**config.mk**
```make
export PLATFORM = sky130hd
export DESIGN_NAME = mdio_master
export DESIGN_NICKNAME = d
export VERILOG_FILES = /design/src/rtl/mdio_master.sv
export SDC_FILE = /design/constraint.sdc
export NUM_CORES = 1
export LEC_CHECK = 0
export BUFFER_PORTS_ARGS = -buffer_cell sky130_fd_sc_hd__clkbuf_2
export CAP_MARGIN = 40
export CORE_MARGIN = 1.5
export CORE_UTILIZATION = 25
export CTS_CLUSTER_SIZE = 24
export DETAILED_ROUTE_END_ITERATION = 10
export GPL_TIMING_DRIVEN = 0
export SYNTH_ARGS = -nofsm -noshare
export SYNTH_HDL_FRONTEND = slang
export SYNTH_SLANG_ARGS = --single-unit
```
**constraint.sdc**
```tcl
create_clock -name clk -period 4.3 [get_ports clk]
set_input_delay 0.43 -clock clk [delete_from_list [all_inputs] [get_ports clk]]
set_output_delay 0.43 -clock clk [all_outputs]
set_load 0.005 [all_outputs]
```
**src/rtl/mdio_master.sv**
```systemverilog
module mdio_master #(
  parameter int HALF_PERIOD = 20
) (
  input  logic        clk,
  input  logic        rst_n,
  input  logic        start,
  input  logic        op_write,
  input  logic [4:0]  phy_addr,
  input  logic [4:0]  reg_addr,
  input  logic [15:0] wr_data,
  output logic [15:0] rd_data,
  output logic        done,
  output logic        busy,
  output logic        mdc,
  output logic        mdio_o,
  output logic        mdio_oe,
  input  logic        mdio_i
);

  localparam int PRE      = 32;
  localparam int HDR_RD   = 14;
  localparam int WR_LEN   = PRE + 32 + 2;
  localparam int RD_LEN   = PRE + HDR_RD + 19;
  localparam int DIVW     = (HALF_PERIOD > 1) ? $clog2(HALF_PERIOD) : 1;

  logic [DIVW-1:0] div;
  logic            ph;
  logic [6:0]      bitn;
  logic            is_wr;
  logic [31:0]     frame;
  logic [18:0]     sh;

  wire        last_div  = (div == DIVW'(HALF_PERIOD - 1));
  wire [6:0]  flen      = is_wr ? 7'(WR_LEN) : 7'(RD_LEN);
  wire [6:0]  drive_len = is_wr ? 7'(PRE + 32) : 7'(PRE + HDR_RD);
  wire [6:0]  fi        = bitn - 7'(PRE);
  wire [4:0]  fidx      = 5'd31 - fi[4:0];

  assign mdc     = busy & ph;
  assign mdio_oe = busy && (bitn < drive_len);
  assign mdio_o  = mdio_oe && ((bitn < 7'(PRE)) ? 1'b1 : frame[fidx]);

  always_ff @(posedge clk) begin
    if (!rst_n) begin
      busy    <= 1'b0;
      done    <= 1'b0;
      div     <= '0;
      ph      <= 1'b0;
      bitn    <= '0;
      is_wr   <= 1'b0;
      frame   <= '0;
      sh      <= '0;
      rd_data <= '0;
    end else begin
      done <= 1'b0;
      if (!busy) begin
        if (start) begin
          busy  <= 1'b1;
          is_wr <= op_write;
          frame <= op_write ? {4'b0101, phy_addr, reg_addr, 2'b10, wr_data}
                            : {4'b0110, phy_addr, reg_addr, 18'h0};
          bitn  <= '0;
          div   <= '0;
          ph    <= 1'b0;
        end
      end else if (!last_div) begin
        div <= div + DIVW'(1);
      end else begin
        div <= '0;
        if (!ph) begin
          ph <= 1'b1;
          if (!is_wr && !mdio_oe) sh <= {sh[17:0], mdio_i};
        end else begin
          ph <= 1'b0;
          if (bitn == flen - 7'd1) begin
            busy <= 1'b0;
            done <= 1'b1;
            if (!is_wr) rd_data <= sh[16:1];
          end else begin
            bitn <= bitn + 7'd1;
          end
        end
      end
    end
  end

  a_r7_mdc_idle_low: assert property (@(posedge clk) disable iff (!rst_n)
    !busy |-> !mdc);

  a_r8_out_stable_high: assert property (@(posedge clk) disable iff (!rst_n)
    (mdc && $past(mdc)) |-> ($stable(mdio_o) && $stable(mdio_oe)));

  a_r10_done_single: assert property (@(posedge clk) disable iff (!rst_n)
    done |=> !done);

  a_r10_done_ends_busy: assert property (@(posedge clk) disable iff (!rst_n)
    done |-> (!busy && $past(busy)));

  a_r9_frame_held: assert property (@(posedge clk) disable iff (!rst_n)
    (busy && $past(busy)) |-> ($stable(frame) && $stable(is_wr)));

  a_r10_rd_hold: assert property (@(posedge clk) disable iff (!rst_n)
    !$stable(rd_data) |-> (done && !$past(is_wr)));

  a_r4_released_not_driven: assert property (@(posedge clk) disable iff (!rst_n)
    !mdio_oe |-> !mdio_o);

endmodule

```
==> results of run 1 <==
-- power by group --
group | switching, W | total (W) | internal [W]
Clock | 0.000280 | 0.000699 | 0.000419
Combinational | 0.0000605 | 0.0000997 | 0.0000392
Sequential | 0.0000121 | 0.000741 | 0.000729
Total | 0.000352 | 0.00154 | 0.00119
-- layer usage --
layer	track usage, %	wire length [microns]	up-vias
met5	0	0	-
met4	5.572	246	0
met3	3.927	267	17
met2	18.39	3566	51
met1	15.14	3753	1243
li1	-	-	1394
-- kinds of logic after synthesis --
logic type	after synthesis	share of synthesized area, %
adder cells (fa/ha/maj)	7	2.601
multiplexers	46	14.83
AND/OR/NAND/NOR	148	21.55
flip-flops	77	45.78
XOR/XNOR	5	1.301
AO/OA/AOI/OAI	54	9.402
buffers and inverters	31	4.534
-- sequential cells by signal, summed over array words and instances (netlist names) --
signal	cells
bitn	7
done	1
sh	17
ph	1
frame	29
div	5
busy	1
rd_data	16
-- cell usage after synthesis, types with 4 or more instances --
cell type  count  share of area (%)
ha_1           7                2.6
nand3_1       23                3.4
mux2i_1       42                 12
nor3b_1        4               0.89
dfxtp_1       77                 46
a21oi_1       32                4.8
buf_2          4               0.59
nand2_1       46                5.1
nor2b_1        5               0.93
nor2_1        51                5.7
xnor2_1        5                1.3
o21ai_0        7                1.0
clkbuf_1      13                1.4
inv_1          7               0.78
-- cell usage in the layout, fill, tap and decap left out, drive strengths merged, types with 4 or more instances in the layout --
master / netlist / layout
a21oi: 32 / 32
dfxtp: 77 / 77
buf: 10 / 10
xnor2: 5 / 5
nand3: 23 / 23
nor3b: 4 / 4
o21ai: 8 / 8
mux2i: 42 / 42
ha: 7 / 7
nor2b: 5 / 5
clkbuf: 13 / 75
nor2: 52 / 52
nand2: 46 / 46
inv: 8 / 8
-- critical path, stage by stage, from the launching register on --
cell and delay, ps:
dfxtp_1 460, buf_2 290, inv_1 90, ha_1 200
nand2_1 60, o21ai_0 80, mux2i_1 170, nor3b_1 80
o31a_1 340, clkbuf_2 130
-- stage by stage --
| step | hold slack, ps | area (sq um) | std cells | setup slack, ps | total power [W] |
|---|---|---|---|---|---|
| floorplan | 428.7 | 3367 | 368 | 2251 | 0.0008161 |
| global placement | 442.2 | 3837 | 594 | 1922 | 0.0008541 |
| detailed placement | 445.3 | 3837 | 594 | 1878 | 0.0008576 |
| CTS | 301.3 | 4116 | 610 | 1581 | 0.001565 |
| global route | 316.0 | 4116 | 610 | 1430 | 0.001606 |
| finish | 323.5 | 4116 | 610 | 1630 | 0.001540 |
-- layout make-up --
cell class	instances	area (sq um)	area share, %
Multi-Input combinational cell	260	1673	40.64
Sequential cell	77	1541	37.45
Inverter	8	30.03	0.7295
Buffer	23	122.6	2.979
Timing Repair Buffer	50	250.2	6.079
Tap cell	176	220.2	5.350
Clock buffer	12	256.5	6.231
Clock inverter	4	22.52	0.5471
-- worst max-delay path by stage --
| stage | end | cells past startpoint |
|---|---|---|
| floorplan | rd_data[0] | 9 |
| global placement | rd_data[12] | 9 |
| detailed placement | rd_data[1] | 9 |
| CTS | mdio_o | 9 |
| global route | mdio_o | 9 |
| finish | mdio_o | 9 |
==> summary.md, run 1 <==
| Metric | Value |
|---|---|
| Peak supply drop | `between 0.1 and 0.15 mV` |
| Hold path cells | `3` |
| Synthesis Warnings | `0` |
| # resized after CTS | `0` |
| Residual DRC | `0` |
| Core Box Area | `roughly 13000 sq um` |
| First-pass GRT wire length | `13270 microns` |
| Largest net degree at the start of global routing | `13` |
| Synth Area per Inst | `9.149 sq um` |
| Hold path endpoint | `frame[27]` |
| Critical path launch point type | `flop` |
| CTS Buffer Depth | `2` |
| Hold Buf Count CTS | `0` |
| Total GRT Usage | `11.96%` |
| Initial core utilization | `25.53%` |
| Clock root cell | `clkbuf_16` |
| Seq cells post-synth | `77` |
| RSZ-0062 raised after global routing | `no` |
| Critical Path Fanout Max | `10` |
| Final Hold Viols | `0` |
| WP data required | `~3900 ps` |
| Setup bufs post-CTS | `0` |
| Top FF cell, synth | `dfxtp_1` |
| Ant. Diodes | `0` |
| Hold Crit Start | `phy_addr[4]` |
| Initial antenna violation count | `0` |
| Worst Tran Pin Value | `517.9 ps` |
| CP Capture Type | `output pin` |
| DR vias/cell | `4.434` |
| Synth async-reset ratio | `0%` |
| FILL cells | `1367` |
| Num rows | `42` |
| Final Max Slew Viols | `0` |
| # H-tree levels | `3` |
| Total length of routed wires | `7833 microns` |
| Layout cells sized above 1 | `approximately 19%` |
| GP Congestion | `~0.77` |
| Crit path from | `bitn[0]` |
| Max-cap check violation count | `0` |
| Initial DRC Count | `about 140` |
| Synth Instances | `368` |
| Port Buffers | `50` |
| Finished Core Util | `31.21%` |
| Clk sinks | `77` |
| Final Setup Violations | `0` |
| FF-to-FF setup slack | `1880 ps` |
| Syn-to-layout area delta | `22.26%` |
| Die Y | `119.1 microns` |
| Ports | `52` |
| Seq/Total Area, Yosys | `45.78%` |
| Distinct cells, synth | `48` |
| DR vias | `2705` |
| GR Overflow Total | `0` |
| Relative slew slack | `65.47%` |
| Post-Syn Area | `about 3400 sq um` |
| Clock Skew | `4.645 ps` |
| Drt wl/cell | `12.84 microns` |
| Number of synthesized flops with an enable pin | `0` |
| Die Wd | `119.1 microns` |
| TritonCTS clock tree | `yes` |
| Final Cycle Share | `62.10%` |
| PwrDens | `~370 nW/um^2` |
| Fmax achieved | `374.5 MHz` |
| DRT Pass-1 Iters | `4` |
| Crit Path Category | `flop to output pin` |
| Die ar. | `14170 sq um` |
| R2R depth | `9` |
| Syn nets | `406` |
| Min Tclk post-route | `between 2000 and 3000 ps` |
| RR Startpoint | `bitn[0]` |
| LEAKAGE | `roughly 1.5 nW` |
| Clock-pin slew on the worst setup and hold paths | `60 ps` |
| Vias in the first global route | `2697` |
| DP HPWL | `5764 microns` |
| Setup TNS Final | `0 ps` |
| Outcome | `finished clean` |
| Antenna-violating nets left | `0` |
| Final #Nets | `467` |
| CTS buffer count | `9` |
| Worst min-delay path class | `input pin to flop` |
| Worst-skew pair later-pin latency | `340 ps` |
| Data arrival, critical path | `2240 ps` |
| Worst reg2reg endpoint | `rd_data[14]` |
No activity file was read; power rests on OpenSTA's default activity.
==> inputs of run 2 (changes only) <==
- clock period: 4.3 -> 2.63 ns (I/O delays scaled with it)
==> run 2 against run 1 <==
Effect of this change: largest cell class unchanged; clock skew about the same; power up 63%; via count down 0.30%; largest power group unchanged; sequential cell count unchanged; first-iteration DRC count down 7.6%; die area unchanged.
==> summary.md, run 2 (synthesis gave the netlist of run 1 again) <==
| Metric | Value |
|---|---|
| Final #Nets | `467 (unchanged)` |
| Largest net degree at the start of global routing | `13 (unchanged)` |
| Reg power frac | `48.2% (about the same)` |
| Max-cap check violation count | `0 (unchanged)` |
| Logic pwr share | `6.5% (about the same)` |
| Die Wd | `119.1 microns (unchanged)` |
| PwrDens | `610.1 nW/um^2 (+63%)` |
| CP Capture Type | `output pin` |
| Most frequent cells in the layout | `dfxtp_1 (76), nor2_1 (51), clkbuf_2 (50), nand2_1 (46), mux2i_1 (42)` |
| Antenna-violating nets left | `0 (unchanged)` |
| R2R depth | `9 (unchanged)` |
| Worst min-delay path class | `input pin to flop` |
| Die Y | `119.1 microns (unchanged)` |
| Final Non-Filler Cells | `610 (unchanged)` |
| FF-to-FF setup slack | `340 ps (-1540 ps)` |
| Worst-skew pair later-pin latency | `330 ps (about the same)` |
| Total GRT Usage | `11.96% (unchanged)` |
| Switching power | `0.0005733 W (+63%)` |
| Num rows | `42 (unchanged)` |
| Final Max Slew Viols | `0 (unchanged)` |
| DRT Pass-1 Iters | `4 (unchanged)` |
| Number of flip-flops in the largest register | `29 (unchanged)` |
| LEAKAGE | `1.482 nW (about the same)` |
| # H-tree levels | `3 (unchanged)` |
| Data arrival, critical path | `2190 ps (-50 ps)` |
| WP data required | `2370 ps (-1500 ps)` |
| Syn-to-layout area delta | `22.45%` |
| DR vias/cell | `4.421 (-0.30%)` |
| CTS Buffer Depth | `2 (unchanged)` |
| # resized after CTS | `0 (unchanged)` |
| Worst setup path endpoint | `mdio_o` |
| Critical path launch point type | `flop` |
| Peak supply drop | `0.2204 mV (+62%)` |
| RSZ-0062 raised after global routing | `no` |
| Die ar. | `14170 sq um (unchanged)` |
| Setup bufs post-CTS | `0 (unchanged)` |
| Final Hold Viols | `0 (unchanged)` |
| Switching Share | `22.79% (-0.096 points)` |
| Ant. Diodes | `0 (unchanged)` |
| TritonCTS clock tree | `yes` |
| Clock Skew | `4.645 ps (+0.0001100 ps)` |
| First-pass GRT wire length | `13270 microns (unchanged)` |
| Clock network fraction of total power | `45.3% (about the same)` |
| Internal Pwr Total | `0.001942 W (+64%)` |
| Final Setup Violations | `0 (unchanged)` |
| RR Startpoint | `bitn[0]` |
| Initial core utilization | `25.53% (unchanged)` |
| Total length of routed wires | `7842 microns (+0.11%)` |
| Initial DRC Count | `133 (-7.6%)` |
| Clock-pin slew on the worst setup and hold paths | `60 ps (about the same)` |
| Crit path from | `bitn[1]` |
| Worst reg2reg endpoint | `rd_data[14]` |
| Top reg by flops | `frame` |
| Placed instance count | `594 (unchanged)` |
| Hold Buf Count CTS | `0 (unchanged)` |
| Outcome | `finished clean` |
| Fmax achieved | `408.0 MHz` |
| CTS buffer count | `9 (unchanged)` |
| Finished Core Util | `31.26% (+0.047 points)` |
| Core Box Area | `13190 sq um (unchanged)` |
| Tightest hold margin | `156.1 ps (-167.4 ps)` |
| Commonest non-fill, non-tap cell in the layout | `dfxtp_1` |
| Setup TNS Final | `0 ps (unchanged)` |
| Relative slew slack | `65.44% (about the same)` |
| GP Congestion | `0.7667 (unchanged)` |
| Initial antenna violation count | `0 (unchanged)` |
| Min Tclk post-route | `2451 ps` |
| DR vias | `2697 (-0.30%)` |
| Regs by FF count | `frame: 29 flops, sh: 17 flops, rd_data: 16 flops` |
| Clock root cell | `clkbuf_16` |
| Vias in the first global route | `2697 (unchanged)` |
| Layout cells sized above 1 | `19.59% (+0.23 points)` |
| Crit Path Category | `flop to output pin` |
| Worst Tran Pin Value | `518.4 ps (+0.5025 ps)` |
| GR Overflow Total | `0 (unchanged)` |
| Critical Path Fanout Max | `10 (unchanged)` |
| Residual DRC | `0 (unchanged)` |
| Clk sinks | `77 (unchanged)` |
| DP HPWL | `5764 microns (unchanged)` |
| Ports | `52 (unchanged)` |
| Final Cycle Share | `93.20%` |
| Port Buffers | `50 (unchanged)` |
| Drt wl/cell | `12.86 microns (+0.11%)` |
## run 2: worst max-delay path, stage by stage (launching register included)
cell and delay (ps):
dfxtp_1 520, clkbuf_4 320, mux2i_1 240, nand3_1 100, nand4_1 120, o221ai_1 120, o31a_1 290, clkbuf_2 130
## run 2: power groups by stage
stage / clock network [W] / logic [W] / registers [W]
floorplan: 0 / 0.000103 / 0.00123
global placement: 0 / 0.000160 / 0.00124
detailed placement: 0 / 0.000165 / 0.00124
CTS: 0.00118 / 0.000166 / 0.00121
global route: 0.00123 / 0.000185 / 0.00122
finish: 0.00114 / 0.000164 / 0.00121
## run 2: per-layer routing
| metal | vias up | routed length (microns) | share of wire [%] | track usage (%) |
|---|---|---|---|---|
| li1 | 1395 | - | - | - |
| met1 | 1235 | 3790 | 48 | 15.14 |
| met2 | 51 | 3531 | 45 | 18.39 |
| met3 | 16 | 274 | 3.5 | 3.927 |
| met4 | 0 | 246 | 3.1 | 5.572 |
| met5 | - | 0 | 0 | 0 |
## run 2: area by class of cell
type                            instances  area (sq um)
Clock inverter                          4         22.52
Timing Repair Buffer                   50         250.2
Multi-Input combinational cell        260          1673
Inverter                                8         30.03
Fill cell                            1366          9067
Tap cell                              176         220.2
Buffer                                 23         127.6
Clock buffer                           12         256.5
Sequential cell                        77          1543
## run 2: worst min path at each step
stage,startpoint,to,slack [ps],cells past startpoint
3_3_place_gp,frame[12],frame[12],440,2
3_5_place_dp,frame[12],frame[12],450,2
5_1_grt,reg_addr[1],frame[19],150,3
6_report,phy_addr[3],frame[26],160,3
2_1_floorplan,rst_n,div[3],380,1
4_1_cts,phy_addr[3],frame[26],130,3
## run 2: metrics by stage
step	instance area, sq um	worst slack, ps	power, W
floorplan	3367	580.7	0.001334
global placement	3837	251.8	0.001396
detailed placement	3837	208.3	0.001402
CTS	4116	77.90	0.002559
global route	4123	6.615	0.002627
finish	4123	178.8	0.002515
